--- config.mk ---
export PLATFORM = sky130hd
export DESIGN_NAME = ipr_file
export DESIGN_NICKNAME = d
export VERILOG_FILES = /design/src/rtl/ipr_pkg.sv /design/src/rtl/ipr_decode.sv /design/src/rtl/ipr_cell.sv /design/src/rtl/ipr_file.sv
export SDC_FILE = /design/constraint.sdc
export NUM_CORES = 2
export LEC_CHECK = 0
export BUFFER_PORTS_ARGS = -buffer_cell sky130_fd_sc_hd__buf_4
export CORE_MARGIN = 2
export CORE_UTILIZATION = 50
export CTS_CLUSTER_DIAMETER = 40
export DETAILED_ROUTE_END_ITERATION = 8
export PLACE_DENSITY_LB_ADDON = 0.05
export SETUP_SLACK_MARGIN = 0.5
export SYNTH_ARGS = -nofsm -noshare
export SYNTH_HDL_FRONTEND = slang
export SYNTH_HIERARCHICAL = 1
export SYNTH_SLANG_ARGS = --single-unit
--- constraint.sdc ---
create_clock -name clk -period 3 [get_ports clk]
set_input_delay 0.3 -clock clk [delete_from_list [all_inputs] [get_ports clk]]
set_output_delay 0.3 -clock clk [all_outputs]
set_load 0.1 [all_outputs]
--- src/rtl/ipr_pkg.sv ---
package ipr_pkg;

   typedef enum logic [3:0] {
      K_NONE, K_RW, K_CYC, K_CLR, K_RO, K_WO, K_INV_ALL, K_INV_PROC
   } ipr_kind_e;

   localparam int SCRATCH_LIMIT = 16;

   localparam int IX_VBASE    = 16;
   localparam int IX_CYC      = 17;
   localparam int IX_TRAPREQ  = 18;
   localparam int IX_TRAPEN   = 19;
   localparam int IX_PRIO     = 20;
   localparam int IX_CURMODE  = 21;
   localparam int IX_ALTMODE  = 22;
   localparam int IX_CMODE    = 23;
   localparam int IX_QMODE    = 24;
   localparam int IX_CTEST    = 25;
   localparam int IX_IASPACE  = 26;
   localparam int IX_DASPACE  = 27;
   localparam int IX_PTBASE   = 28;
   localparam int IX_XSUM     = 29;
   localparam int IX_XMSK     = 30;
   localparam int IX_INTID    = 31;
   localparam int IX_SERRX    = 32;
   localparam int IX_XLSTAT   = 33;
   localparam int IX_STAGE    = 34;
   localparam int IX_INTCLR   = 35;
   localparam int IX_SERTX    = 36;
   localparam int IX_CFLUSH   = 37;
   localparam int IX_INV_ALL  = 38;
   localparam int IX_INV_PROC = 39;

   function automatic ipr_kind_e kind_of(int idx, int n_scratch);
      if (idx < n_scratch) return K_RW;
      case (idx)
         IX_VBASE, IX_TRAPREQ, IX_TRAPEN, IX_PRIO, IX_CURMODE,
         IX_CMODE, IX_QMODE, IX_CTEST, IX_IASPACE, IX_DASPACE,
         IX_PTBASE:                                return K_RW;
         IX_CYC:                                   return K_CYC;
         IX_XSUM, IX_XMSK:                         return K_CLR;
         IX_INTID, IX_SERRX, IX_XLSTAT, IX_STAGE:  return K_RO;
         IX_ALTMODE, IX_INTCLR, IX_SERTX, IX_CFLUSH: return K_WO;
         IX_INV_ALL:                               return K_INV_ALL;
         IX_INV_PROC:                              return K_INV_PROC;
         default:                                  return K_NONE;
      endcase
   endfunction

   function automatic logic [63:0] mask_of(int idx);
      case (idx)
         IX_TRAPREQ, IX_TRAPEN: return 64'h0000_0000_0000_000F;
         IX_PRIO:               return 64'h0000_0000_0000_001F;
         IX_CURMODE:            return 64'h0000_0000_0000_0018;
         IX_CMODE, IX_QMODE:    return 64'h0000_0000_0000_003F;
         IX_CTEST:              return 64'h0000_0000_0000_1FFB;
         IX_IASPACE:            return 64'h0000_0000_0000_07F0;
         IX_DASPACE:            return 64'hFE00_0000_0000_0000;
         IX_PTBASE:             return 64'hFFFF_FFFF_C000_0000;
         default:               return '1;
      endcase
   endfunction

   function automatic logic kind_readable(ipr_kind_e k);
      return (k == K_RW) || (k == K_CYC) || (k == K_CLR) || (k == K_RO);
   endfunction

   function automatic logic kind_writable(ipr_kind_e k);
      return (k == K_RW) || (k == K_CYC) || (k == K_CLR) || (k == K_WO) ||
             (k == K_INV_ALL) || (k == K_INV_PROC);
   endfunction

endpackage

--- src/rtl/ipr_decode.sv ---
module ipr_decode
   import ipr_pkg::*;
#(
   parameter int IDX_W       = 6,
   parameter int NUM_SCRATCH = 8
) (
   input  logic [IDX_W-1:0] idx,
   output ipr_kind_e        kind
);

   always_comb begin
      kind = kind_of(int'(idx), NUM_SCRATCH);
   end

endmodule

--- src/rtl/ipr_cell.sv ---
module ipr_cell #(
   parameter int          W    = 64,
   parameter logic [W-1:0] MASK = '1
) (
   input  logic         clk,
   input  logic         rst_n,
   input  logic         we,
   input  logic [W-1:0] d,
   output logic [W-1:0] q
);

   always_ff @(posedge clk) begin
      if (!rst_n)   q <= '0;
      else if (we)  q <= d & MASK;
   end

   // a register only moves when its own enable was high
   p_hold_r8: assert property (@(posedge clk) disable iff (!rst_n)
      !we |=> $stable(q));

endmodule

--- src/rtl/ipr_file.sv ---
module ipr_file
   import ipr_pkg::*;
#(
   parameter int DATA_W      = 64,
   parameter int IDX_W       = 6,
   parameter int NUM_SCRATCH = 8,
   parameter int CYC_W       = 32
) (
   input  logic              clk,
   input  logic              rst_n,
   input  logic              rd_en,
   input  logic [IDX_W-1:0]  rd_idx,
   input  logic              wr_en,
   input  logic [IDX_W-1:0]  wr_idx,
   input  logic [DATA_W-1:0] wr_data,
   input  logic [CYC_W-1:0]  cyc_cnt,
   output logic [DATA_W-1:0] rd_data,
   output logic              fault,
   output logic              inv_all_stb,
   output logic              inv_proc_stb
);

   localparam int NREG = 2 ** IDX_W;
   localparam int HI_W = DATA_W - CYC_W;

   if (DATA_W != 64)                  begin : g_chk_w   $error("DATA_W must be 64"); end
   if (CYC_W != DATA_W / 2)           begin : g_chk_c   $error("CYC_W must be half of DATA_W"); end
   if (IDX_W < 6 || IDX_W > 8)        begin : g_chk_i   $error("IDX_W must be 6..8"); end
   if (NUM_SCRATCH < 1 || NUM_SCRATCH > SCRATCH_LIMIT)
                                      begin : g_chk_s   $error("NUM_SCRATCH out of range"); end

   ipr_kind_e rd_kind, wr_kind;

   ipr_decode #(.IDX_W(IDX_W), .NUM_SCRATCH(NUM_SCRATCH)) u_rd_dec (
      .idx (rd_idx), .kind(rd_kind));
   ipr_decode #(.IDX_W(IDX_W), .NUM_SCRATCH(NUM_SCRATCH)) u_wr_dec (
      .idx (wr_idx), .kind(wr_kind));

   logic rd_ok, wr_ok, wr_go;
   assign rd_ok = kind_readable(rd_kind);
   assign wr_ok = kind_writable(wr_kind);
   assign wr_go = wr_en && wr_ok;

   logic [DATA_W-1:0] store [NREG];

   for (genvar i = 0; i < NREG; i++) begin : g_reg
      localparam ipr_kind_e K = kind_of(i, NUM_SCRATCH);
      if (K == K_RW || K == K_CYC) begin : g_cell
         ipr_cell #(.W(DATA_W), .MASK(mask_of(i))) u_cell (
            .clk  (clk),
            .rst_n(rst_n),
            .we   (wr_go && (wr_idx == IDX_W'(i))),
            .d    (wr_data),
            .q    (store[i]));
      end else begin : g_zero
         assign store[i] = '0;
      end
   end

   logic [DATA_W-1:0] rd_val;
   always_comb begin
      rd_val = '0;
      if (rd_ok) begin
         if (rd_kind == K_CYC)
            rd_val = {store[rd_idx][DATA_W-1 -: HI_W], cyc_cnt};
         else
            rd_val = store[rd_idx];
      end
   end

   always_ff @(posedge clk) begin
      if (!rst_n) begin
         rd_data      <= '0;
         fault        <= 1'b0;
         inv_all_stb  <= 1'b0;
         inv_proc_stb <= 1'b0;
      end else begin
         if (rd_en) rd_data <= rd_val;
         fault        <= (rd_en && !rd_ok) || (wr_en && !wr_ok);
         inv_all_stb  <= wr_en && (wr_kind == K_INV_ALL);
         inv_proc_stb <= wr_en && (wr_kind == K_INV_PROC);
      end
   end

   // a fault pulse always follows some access
   p_fault_cause_r11: assert property (@(posedge clk) disable iff (!rst_n)
      fault |-> $past(rd_en || wr_en));

   // low half of a cycle read comes from the live count
   p_cyc_low_r3: assert property (@(posedge clk) disable iff (!rst_n)
      (rd_en && rd_idx == IDX_W'(IX_CYC)) |=> rd_data[CYC_W-1:0] == $past(cyc_cnt));

   // read data holds between reads
   p_rd_hold_r2: assert property (@(posedge clk) disable iff (!rst_n)
      !rd_en |=> $stable(rd_data));

   // strobe only after a write to its own index
   p_inv_src_r12: assert property (@(posedge clk) disable iff (!rst_n)
      inv_all_stb |-> $past(wr_en && wr_idx == IDX_W'(IX_INV_ALL)));

   // the two strobes never coincide
   always_ff @(posedge clk) begin
      if (rst_n) p_stb_excl_r12: assert ($onehot0({inv_all_stb, inv_proc_stb}));
   end

endmodule

==> flow_summary.toml <==
[synth]
synth_area_um2 = 47100
synth.area.top_cells = "dfxtp_1 (34%), mux2i_1 (20%), nor2b_1 (11%), buf_4 (9.2%), mux4_2 (6.1%)"
yosysTopAreaCellShare = 0.337
ys_async_sr_fraction = 0
yosysWarnings = 6
synthDistinctLibCells = 49
synth_cells = 4733
syn_area_per_cell_um2 = 9.96
ys_seq_area_frac = 0.337
synth_edf_count = 0
synth_largest_area_cell = "dfxtp_1"
ys_ff_latch = 794
synth-main-ff-cell = "dfxtp_1"

[clock_network]
cts_buffers = 143
cts-root-buf = "clkbuf_16"
htree_levels = 4
cts_tree = "done"
clk-insertion-delay-late_ns = 0.72
cts.sink_count = 794
clk_pin_slew_ns = 0.06
cts_setup_buffers = 0
clock_path_buffers = 3

[placement]
post-dp-hpwl_um = 76500
dp_slack_ns = 0.0450
io_buffers = 178
dp_cells = 5919
place.gp.congestion = 0.800

[timing]
setup_violations = 0
fin_crit_ns = 2.27
tightest_slew_ns = 1.12
worst_slack_ns = 0.732
finClkSkew_ns = 0.0194
max_freq_mhz = 441
hold_viol_final = 0
tns_ns = 0
rsz0062_at_grt = "no"
slew_headroom = 0.254
fin_crit_sh = 0.756
final_max_slew_viol_count = 0

[worst_setup_path]
crit_fanout = 13
cp-start-kind = "input port"
required_ns = 3.60
cp_num_buf_inv = 4
cp-end-kind = "flop"
r2r_start = "g_reg[17].g_cell.u_cell/q[50]"
critPathTopFamily = "simple AND/OR/NAND/NOR gates"
worstPathArrival_ns = 2.87
path_class = "input port to flop"
crit_top_cell = "buf_4"
cpPeakStageDelay_ns = 0.37
startpoint = "wr_idx[1]"
slowest_stage = "buf_4"
crit_chain = "buf_4 -> inv_1 -> ha_1 -> nor3b_1 -> a31oi_1 -> a22o_1 -> o21ai_0 -> buf_4 -> nor3_1 -> nand2_1 -> nor2_4 -> buf_4 -> mux2i_1 -> nor2b_1"

[cells_and_area]
ff_latch_area_um2 = 15900
layout_commonest_cell = "mux2i_1"
nNetsFinal = 5025
fin_util = 0.573
layout_common_cells = "mux2i_1 (952), nor2b_1 (794), dfxtp_1 (794)"
area_growth_pct = 13.4
multiInputGateArea_um2 = 26700
drive_gt1_frac = 0.160
n_fill_cell = 8277
finalNonFillerCells = 6273

[grt]
grt_use_total = 0.260
antenna_found_initial = 4
grt_first_pass_wirelength_um = 197000
grt_pass1_vias = 32113
grt-ovfl-total = 0
grt_max_degree = 115

[detailed_routing]
drt-total-wl_um = 127000
dr.pass1.iters = 5
ant_nets = 0
drc = 0
wl_per_cell_um = 20.3
first_iter_violations = 1966
viasPerCell = 5.16
num_vias = 32357

[flow_run]
maxCapViolCount = 0

[power_and_ir_drop]
power.density_nw_per_um2 = 569
leakage_nw = 18.8
peakVddDrop_mv = 0.540

[floorplan]
die_y_um = 311
io_pins = 179
start_util = 0.505
core-area_um2 = 93300
die_w_um = 311
die_area_um2 = 96700
num_rows = 112

[run_status]
outcome = "completed"

[min_path]
min-delay-path-class = "input port to flop"
min_from = "wr_idx[5]"
-- where the power goes --
part / total, mW / leakage (nW) / switching (mW) / internal, mW
Combinational: 2.46 / 9.84 / 1.46 / 0.992
Sequential: 10.6 / 6.39 / 0.0116 / 10.6
Clock: 17.4 / 2.53 / 5.61 / 11.8
-- state kept, by name (all words and copies together), names as in the netlist --
register           count
g.g_cell.u_cell/q    727
rd_data               64
fault                  1
inv_proc_stb           1
inv_all_stb            1
-- through the flow --
step                      hold slack, ns  area (um2)  total power [mW]
after floorplan                    0.428       49200              12.8
after global placement             0.444       47300              13.1
after detailed placement           0.448       47300              13.1
after CTS                         0.0116       53400              30.7
after global routing               0.105       53400              31.4
final                             0.0697       53400              30.4
-- cells in the mapped netlist (all sizes together), types with 63 or more instances --
| library cell | number |
|---|---|
| a21oi | 189 |
| nor2 | 63 |
| nor2b | 797 |
| o21ai | 102 |
| a221oi | 98 |
| nand2b | 68 |
| mux2 | 68 |
| nand2 | 175 |
| buf | 736 |
| a31oi | 66 |
| o22ai | 64 |
| dfxtp | 794 |
| mux2i | 952 |
| clkbuf | 189 |
| mux4 | 128 |
-- what timing repair did --
action / in CTS / in global routing
hold buffers: 97 / 0
endpoints found under the hold margin: 761 / 0
setup endpoints to repair: 0 / 3
resized for setup: 0 / 1
-- layer usage --
layer,routed length (um),GRT usage,share of wire,vias to the layer above
met2,59700,0.430,0.47,645
li1,-,-,-,15937
met1,59800,0.350,0.47,15591
met4,2870,0.0786,0.022,0
met5,0,0,0,-
met3,4990,0.0381,0.039,184
-- area by class of cell --
class | instances | area share
inverters | 7 | 0.000492
clock inverters | 71 | 0.0197
diodes | 1 | 0.0000468
clock buffers | 185 | 0.0770
repair buffers | 411 | 0.0757
well taps | 1254 | 0.0294
multi-input cells | 3550 | 0.500
flip-flops and latches | 794 | 0.297
-- worst register-to-register path, stage by stage, from the launching register on --
cell and delay (ns):
dfxtp_1 0.31, mux4_2 0.44, o21ai_0 0.15, a21oi_1 0.07, a221oi_1 0.48, o21ai_0 0.13
-- worst paths after layout --
kind	end	slack (ns)	cells past startpoint
worst max-delay path	g_reg[17].g_cell.u_cell/q[21]	0.73	14
worst min-delay path	inv_proc_stb	0.07	5
worst max register to register	rd_data[50]	1.30	5
worst min register to register	rd_data[50]	0.46	2
-- cells by family after synthesis --
group                      after synthesis  share of synthesized area
AOI/OAI and AO/OA                      712                      0.101
xor gates and xnor gates                 1                   0.000186
adders and majority gates                6                    0.00159
buffers and inverters                  932                      0.141
DFF                                    794                      0.337
muxes                                 1148                      0.280
other                                   12                   0.000956
and+or+nand+nor                       1128                      0.138
No activity file was read; power rests on OpenSTA's default activity.
